`config.mk`:
```
export PLATFORM = sky130hd
export DESIGN_NAME = sync_fill_tx
export DESIGN_NICKNAME = d
export VERILOG_FILES = /design/src/rtl/sftx_pkg.sv /design/src/rtl/sftx_fmt.sv /design/src/rtl/sftx_shift.sv /design/src/rtl/sftx_seq.sv /design/src/rtl/sync_fill_tx.sv
export SDC_FILE = /design/constraint.sdc
export NUM_CORES = 1
export LEC_CHECK = 0
export CAP_MARGIN = 20
export CELL_PAD_IN_SITES_DETAIL_PLACEMENT = 0
export CELL_PAD_IN_SITES_GLOBAL_PLACEMENT = 1
export CORE_MARGIN = 5
export CORE_UTILIZATION = 43
export CTS_CLUSTER_DIAMETER = 150
export DETAILED_ROUTE_END_ITERATION = 6
export GPL_TIMING_DRIVEN = 0
export PLACE_DENSITY = 0.86
export SLEW_MARGIN = 30
export SYNTH_ARGS = -nofsm -noshare
export SYNTH_HDL_FRONTEND = slang
export SYNTH_SLANG_ARGS = --single-unit
```
`constraint.sdc`:
```
create_clock -name clk -period 4.83 [get_ports clk]
set_clock_uncertainty 0.15 [all_clocks]
set_input_delay 0.966 -clock clk [delete_from_list [all_inputs] [get_ports clk]]
set_output_delay 0.966 -clock clk [all_outputs]
set_load 0.01 [all_outputs]
```
`src/rtl/sftx_pkg.sv`:
```
package sftx_pkg;

    typedef enum logic [2:0] {
        ST_IDLE,
        ST_PREFIX,
        ST_DATA,
        ST_STUFF,
        ST_FILL_A,
        ST_FILL_B
    } tx_state_e;

    typedef enum logic [2:0] {
        DC_HOLD,
        DC_STOP,
        DC_IDLE,
        DC_PAIR,
        DC_PREFIX,
        DC_DATA,
        DC_FILL
    } tx_dec_e;

    localparam logic [1:0] FM_DOUBLE = 2'b01;
    localparam logic [1:0] FM_TRANSP = 2'b10;

endpackage

```
`src/rtl/sftx_fmt.sv`:
```
module sftx_fmt #(
    parameter int DATA_W = 8,
    parameter int CNT_W  = 4
) (
    input  logic [DATA_W-1:0] chr,
    input  logic [1:0]        char_len,
    input  logic              par_en,
    input  logic              par_odd,
    output logic [DATA_W:0]   bits,
    output logic [CNT_W-1:0]  nbits
);
    logic [CNT_W-1:0]  len;
    logic [DATA_W-1:0] masked;

    assign len = CNT_W'(DATA_W - 3) + CNT_W'(char_len);

    for (genvar g = 0; g < DATA_W; g++) begin : g_mask
        assign masked[g] = chr[g] & (len > CNT_W'(g));
    end

    always_comb begin
        bits = {1'b0, masked};
        if (par_en) begin
            bits[len] = (^masked) ^ par_odd;
        end
        nbits = len + CNT_W'(par_en);
    end
endmodule

```
`src/rtl/sftx_shift.sv`:
```
module sftx_shift #(
    parameter int DATA_W = 8,
    parameter int CNT_W  = 4
) (
    input  logic             clk,
    input  logic             rst_n,
    input  logic             bit_stb,
    input  logic             take,
    input  logic [DATA_W:0]  ld_bits,
    input  logic [CNT_W-1:0] ld_nbits,
    output logic             txd,
    output logic             at_bnd
);
    logic [DATA_W:0]  sr;
    logic [CNT_W-1:0] left;

    assign at_bnd = (left == '0);

    always_ff @(posedge clk or negedge rst_n) begin
        if (!rst_n) begin
            sr   <= '0;
            left <= '0;
            txd  <= 1'b1;
        end else if (bit_stb) begin
            if (left != '0) begin
                txd  <= sr[0];
                sr   <= sr >> 1;
                left <= left - CNT_W'(1);
            end else if (take) begin
                txd  <= ld_bits[0];
                sr   <= ld_bits >> 1;
                left <= ld_nbits - CNT_W'(1);
            end else begin
                txd <= 1'b1;
            end
        end
    end

    AST_LEFT_RANGE: assert property (@(posedge clk) disable iff (!rst_n)
        left <= CNT_W'(DATA_W));

    AST_TAKE_AT_BOUNDARY: assert property (@(posedge clk) disable iff (!rst_n)
        (bit_stb && take) |-> at_bnd);
endmodule

```
`src/rtl/sftx_seq.sv`:
```
module sftx_seq
    import sftx_pkg::*;
#(
    parameter int DATA_W = 8
) (
    input  logic              clk,
    input  logic              rst_n,
    input  logic              bit_stb,
    input  logic              at_bnd,
    input  logic              tx_en,
    input  logic              cts,
    input  logic [1:0]        fill_mode,
    input  logic [DATA_W-1:0] syn1,
    input  logic [DATA_W-1:0] syn2,
    input  logic [DATA_W-1:0] dle,
    input  logic              send_dle,
    input  logic              load,
    input  logic [DATA_W-1:0] load_data,
    output logic              take,
    output logic [DATA_W-1:0] next_char,
    output logic              tx_rdy,
    output logic              tx_emt,
    output tx_state_e         state
);
    logic              hr_full;
    logic [DATA_W-1:0] hr_data;
    logic              dle_arm;
    logic              skip_stuff;
    logic              pend_vld;
    logic              pend_fill;
    logic [DATA_W-1:0] pend_char;
    logic              started;
    logic              emt_q;
    logic              load_ok;
    logic              need_stuff;
    tx_dec_e           dec;

    assign tx_rdy     = tx_en & ~hr_full;
    assign tx_emt     = emt_q;
    assign load_ok    = load & tx_rdy;
    assign need_stuff = (fill_mode == FM_TRANSP) && (hr_data == dle) && !skip_stuff;

    // boundary decision, in priority order
    always_comb begin
        if (!(bit_stb && at_bnd))       dec = DC_HOLD;
        else if (!(tx_en && cts))       dec = DC_STOP;
        else if (pend_vld)              dec = DC_PAIR;
        else if (hr_full && dle_arm)    dec = DC_PREFIX;
        else if (hr_full)               dec = DC_DATA;
        else if (started)               dec = DC_FILL;
        else                            dec = DC_IDLE;
    end

    // outputs to the shifter
    always_comb begin
        take      = 1'b0;
        next_char = syn1;
        unique case (dec)
            DC_PAIR: begin
                take      = 1'b1;
                next_char = pend_char;
            end
            DC_PREFIX: begin
                take      = 1'b1;
                next_char = dle;
            end
            DC_DATA: begin
                take      = 1'b1;
                next_char = hr_data;
            end
            DC_FILL: begin
                take      = 1'b1;
                next_char = (fill_mode == FM_TRANSP) ? dle : syn1;
            end
            default: begin
                take      = 1'b0;
                next_char = syn1;
            end
        endcase
    end

    // state register
    always_ff @(posedge clk or negedge rst_n) begin
        if (!rst_n) begin
            state <= ST_IDLE;
        end else begin
            unique case (dec)
                DC_STOP, DC_IDLE: state <= ST_IDLE;
                DC_PAIR:          state <= pend_fill ? ST_FILL_B : ST_STUFF;
                DC_PREFIX:        state <= ST_PREFIX;
                DC_DATA:          state <= ST_DATA;
                DC_FILL:          state <= ST_FILL_A;
                default:          state <= state;
            endcase
        end
    end

    // holding register, command and pair bookkeeping
    always_ff @(posedge clk or negedge rst_n) begin
        if (!rst_n) begin
            hr_full    <= 1'b0;
            hr_data    <= '0;
            dle_arm    <= 1'b0;
            skip_stuff <= 1'b0;
            pend_vld   <= 1'b0;
            pend_fill  <= 1'b0;
            pend_char  <= '0;
            started    <= 1'b0;
            emt_q      <= 1'b0;
        end else begin
            if (load_ok) begin
                hr_full <= 1'b1;
                hr_data <= load_data;
            end
            if (send_dle) begin
                dle_arm <= 1'b1;
            end else if (dec == DC_PREFIX) begin
                dle_arm <= 1'b0;
            end
            if (!tx_en) begin
                emt_q <= 1'b0;
            end else if (load_ok) begin
                emt_q <= 1'b0;
            end else if (dec == DC_FILL) begin
                emt_q <= 1'b1;
            end
            unique case (dec)
                DC_STOP: begin
                    pend_vld <= 1'b0;
                    if (!tx_en) started <= 1'b0;
                end
                DC_PAIR: pend_vld <= 1'b0;
                DC_PREFIX: skip_stuff <= 1'b1;
                DC_DATA: begin
                    hr_full    <= 1'b0;
                    started    <= 1'b1;
                    skip_stuff <= 1'b0;
                    pend_vld   <= need_stuff;
                    pend_fill  <= 1'b0;
                    pend_char  <= dle;
                end
                DC_FILL: begin
                    pend_vld  <= (fill_mode == FM_DOUBLE) || (fill_mode == FM_TRANSP);
                    pend_fill <= 1'b1;
                    pend_char <= (fill_mode == FM_TRANSP) ? syn1 : syn2;
                end
                default: begin
                end
            endcase
        end
    end

    AST_EMT_NEEDS_START: assert property (@(posedge clk) disable iff (!rst_n)
        tx_emt |-> started);

    AST_LOAD_CLEARS_EMT: assert property (@(posedge clk) disable iff (!rst_n)
        load_ok |=> !tx_emt);

    AST_RDY_AFTER_MOVE: assert property (@(posedge clk) disable iff (!rst_n)
        (dec == DC_DATA && tx_en) |=> (tx_rdy || !tx_en));
endmodule

```
`src/rtl/sync_fill_tx.sv`:
```
module sync_fill_tx
    import sftx_pkg::*;
#(
    parameter int DATA_W = 8
) (
    input  logic              clk,
    input  logic              rst_n,
    input  logic              bit_stb,
    input  logic              tx_en,
    input  logic              cts,
    input  logic [1:0]        fill_mode,
    input  logic [1:0]        char_len,
    input  logic              par_en,
    input  logic              par_odd,
    input  logic [DATA_W-1:0] syn1,
    input  logic [DATA_W-1:0] syn2,
    input  logic [DATA_W-1:0] dle,
    input  logic              send_dle,
    input  logic              load,
    input  logic [DATA_W-1:0] load_data,
    output logic              txd,
    output logic              tx_rdy,
    output logic              tx_emt
);
    localparam int CNT_W = $clog2(DATA_W + 2);

    logic              take;
    logic              at_bnd;
    logic [DATA_W-1:0] next_char;
    logic [DATA_W:0]   ld_bits;
    logic [CNT_W-1:0]  ld_nbits;
    tx_state_e         state;

    sftx_seq #(.DATA_W(DATA_W)) u_seq (
        .clk       (clk),
        .rst_n     (rst_n),
        .bit_stb   (bit_stb),
        .at_bnd    (at_bnd),
        .tx_en     (tx_en),
        .cts       (cts),
        .fill_mode (fill_mode),
        .syn1      (syn1),
        .syn2      (syn2),
        .dle       (dle),
        .send_dle  (send_dle),
        .load      (load),
        .load_data (load_data),
        .take      (take),
        .next_char (next_char),
        .tx_rdy    (tx_rdy),
        .tx_emt    (tx_emt),
        .state     (state)
    );

    sftx_fmt #(.DATA_W(DATA_W), .CNT_W(CNT_W)) u_fmt (
        .chr      (next_char),
        .char_len (char_len),
        .par_en   (par_en),
        .par_odd  (par_odd),
        .bits     (ld_bits),
        .nbits    (ld_nbits)
    );

    sftx_shift #(.DATA_W(DATA_W), .CNT_W(CNT_W)) u_shift (
        .clk      (clk),
        .rst_n    (rst_n),
        .bit_stb  (bit_stb),
        .take     (take),
        .ld_bits  (ld_bits),
        .ld_nbits (ld_nbits),
        .txd      (txd),
        .at_bnd   (at_bnd)
    );

    AST_MARK_WHEN_IDLE: assert property (@(posedge clk) disable iff (!rst_n)
        (state == ST_IDLE) |-> txd);

    AST_FILL_B_FOLLOWS_A: assert property (@(posedge clk) disable iff (!rst_n)
        (state == ST_FILL_B) |-> ($past(state) == ST_FILL_A || $past(state) == ST_FILL_B));

    AST_STUFF_FOLLOWS_DATA: assert property (@(posedge clk) disable iff (!rst_n)
        (state == ST_STUFF) |-> ($past(state) == ST_DATA || $past(state) == ST_STUFF));
endmodule

```
==> impl_metrics.csv <==
group,metric,value,unit
placement,dp_hpwl,5700,µm
layout,fillCellCount,559,
global_routing,grt_pass1_wl,11800,µm
yosys,yosys_warnings,0,
yosys,netlist.area_leader.share,32.8,%
floorplanning,core,0.00589,mm²
yosys,syn_avg_cell_area,9.37,µm²
worst_hold_path,hp-class,"reg2reg",
outcome,status,"finished, final reports clean",
setup_path,critPathMaxFanout,6,
yosys,synthFlopType,"dfrtp_1",
layout,multi_input_area,0.00155,mm²
setup_path,critPathRequiredTime,4860,ps
layout,areaGrowthSynthToFinish,25.8,%
floorplanning,die_x,87.7,µm
timing,drv_slew,0,
clock_tree,cts_tree,"yes",
timing,max_freq,250,MHz
yosys,synth_area_leaders,"dfrtp_1, ha_1, a21oi_1",
timing,grt_setup_unrepaired,"no",
global_routing,track_usage,19.8,%
routing,firstDrtPassIters,7,
routing,vias,2307,
setup_path,start_kind,"primary input",
clock_tree,cts_resized,0,
setup_path,critPathKind,"in2reg",
clock_tree,numCtsBuffers,5,
setup_path,crit_chain,"clkdlybuf4s50_1 > and3b_1 > clkbuf_1 > and4b_1 > o41ai_1 > a211oi_1 > xnor3_2 > xnor3_1 > nor3b_2 > o31a_1",
placement,gp_congestion,0.920,
yosys,synth_fp_nets,334,
setup_path,worstPathArrival,4030,ps
placement,port_buffers,44,
yosys,synth-edff-count,0,
floorplanning,pin_count,48,
power,p_leak,1.34,nW
clock_tree,ctsHtreeMaxLevel,2,
routing,drc,0,
global_routing,first_global_vias,2354,
run,drv_cap,0,
yosys,synth_area,0.00260,mm²
power,power.density,324,mW/mm²
global_routing,grt_max_degree,22,
power,peakVddDrop,0.265,mV
routing,drtIter0Drc,111,
timing,worst_pin_slew,688,ps
routing,viasPerCell,5.70,
floorplanning,fp.dieH,87.7,µm
timing,setup_viol,0,
clock_tree,clk_latency,290,ps
setup_path,setup.worst_path.end_class,"register",
layout,drive_gt1_share,12.1,%
clock_tree,cts_buffer_depth,2,
clock_tree,postCtsHoldBufs,0,
timing,final.setup.tns,0,ps
global_routing,overflow,0,
clock_tree,clkSinkCount,35,
routing,drt-total-wl,7230,µm
timing,period_minus_slack,4000,ps
yosys,synthCells,277,
yosys,yosysUniqueCellTypes,62,
layout,nNetsFinal,386,
clock_tree,cts-root-buf,"clkbuf_8",
floorplanning,fp-row-count,28,
routing,ant_nets,0,
timing,slew_headroom,54.1,%
global_routing,antenna_found_initial,0,
routing,wl_per_cell,17.8,µm
clock_tree,clk_pin_slew,80,ps
yosys,ys_seq_area_share,33.8,%
setup_path,max_stage_delay,570,ps
yosys,async_flop_share,100,%
timing,hold_viol,0,
clock_tree,postCtsSetupBuffers,0,
yosys,synth_top_cell_by_area,"dfrtp_1",
floorplanning,die_area,0.00769,mm²
power,finalPower,1.06,mW
layout,n_antenna_cell,0,
timing,finalCritPeriodShare,82.8,%
floorplanning,start_util,44.1,%
yosys,synth-seq-cells,35,
layout,register_area,877,µm²
setup_path,critical-path-slowest-cell,"clkdlybuf4s50_1",
[metrics by stage]
| stage | utilization [%] | std cells | instance area (µm²) | setup slack (ps) | hold WS [ps] |
|---|---|---|---|---|---|
| 2_1_floorplan | - | 277 | 2600 | 1390 | 289 |
| 3_3_place_gp | 53.2 | 396 | 3130 | 602 | 307 |
| 3_5_place_dp | 53.6 | 397 | 3150 | 609 | 323 |
| 4_1_cts | 55.5 | 405 | 3270 | 894 | 340 |
| 5_1_grt | 55.5 | 405 | 3270 | 788 | 357 |
| 6_report | 55.5 | 405 | 3270 | 829 | 340 |
[power by group]
| part | switching (mW) | leakage [nW] | total (mW) | internal [mW] |
|---|---|---|---|---|
| logic | 0.175 | 0.834 | 0.362 | 0.186 |
| registers | 0.0568 | 0.444 | 0.423 | 0.366 |
| clock network | 0.120 | 0.0581 | 0.274 | 0.154 |
| total | 0.352 | 1.34 | 1.06 | 0.707 |
[cell type report]
type	instances	share of cell area, %
multi-input combinational	216	47.4
clock inverter	3	1.34
clock buffer	5	2.11
tap	75	2.87
buffer	16	4.10
sequential	35	26.9
timing repair buffer	45	14.2
inverter	10	1.15
[critical path, delay by kind of cell]
kind,cells,cell delay [ps]
xor gates and xnor gates,2,880
and+or+nand+nor,3,650
buffers and inverters,2,790
AOI/OAI and AO/OA,3,740
[Yosys cell counts (5+ instances only)]
cell type,instances
nor2_1,20
xor2_1,6
mux2i_1,8
a21oi_1,22
nand3_1,5
nand2_1,27
nor2b_1,11
o21ai_0,19
ha_1,12
clkbuf_1,5
a211oi_1,12
inv_1,10
dfrtp_1,34
xnor2_1,5
mux2_2,9
[worst paths after layout]
kind                       cells after the start  slack [ps]                 end             from
setup / recovery                              10         830       u_shift.sr[3]              cts
hold reg to reg                                2         340         u_shift.txd      u_shift.txd
min in group asynchronous                      1         450  u_seq.pend_char[1]            rst_n
setup reg to reg                              11        1330       u_shift.sr[3]  u_shift.left[0]
max in group asynchronous                      2        3560         u_shift.txd            rst_n
hold / removal                                 2         340         u_shift.txd      u_shift.txd
[cells in the final DEF, fill, tap and decap left out, types with 2 or more instances in the layout]
master / instances
a211oi_1: 12
and3b_1: 3
buf_6: 3
clkbuf_1: 5
a222oi_1: 2
a311oi_1: 2
nor3_1: 2
inv_1: 10
xnor2_1: 5
xor2_1: 6
nand2b_1: 2
dfrtp_1: 34
nor2_1: 20
nor2b_1: 11
mux2i_1: 8
xnor3_1: 2
o31ai_1: 3
o21a_1: 3
o31a_1: 2
clkdlybuf4s50_1: 43
nor4_1: 2
a21oi_1: 22
nor3b_2: 2
mux2_2: 9
buf_4: 3
ha_1: 12
o21ai_0: 19
nand3b_1: 4
nand3_1: 5
nand2_1: 27
clkbuf_8: 9
nand4_1: 2
[sequential cells by signal, summed over array words and instances (netlist names)]
name / cells
u_seq.hr_data: 8
u_shift.left: 4
u_seq.pend_vld: 1
u_seq.started: 1
u_shift.txd: 1
u_shift.sr: 8
u_seq.skip_stuff: 1
u_seq.tx_emt: 1
u_seq.dle_arm: 1
u_seq.hr_full: 1
u_seq.pend_char: 8
[cell families after synthesis]
| group | count (synthesis) | synth area share (%) |
|---|---|---|
| and+or+nand+nor | 92 | 19.4 |
| AOI/OAI and AO/OA | 81 | 21.1 |
| DFF | 35 | 33.8 |
| buffers and inverters | 26 | 6.60 |
| muxes | 17 | 6.99 |
| xor gates and xnor gates | 14 | 6.36 |
| adders and majority gates | 12 | 5.78 |
[per-layer routing]
layer	GRT usage, %	wire, µm
met4	6.56	145
met2	36.1	3720
met5	0	0
met1	23.5	3040
met3	3.10	326
Note: power is estimated with default switching activity, not from simulation.
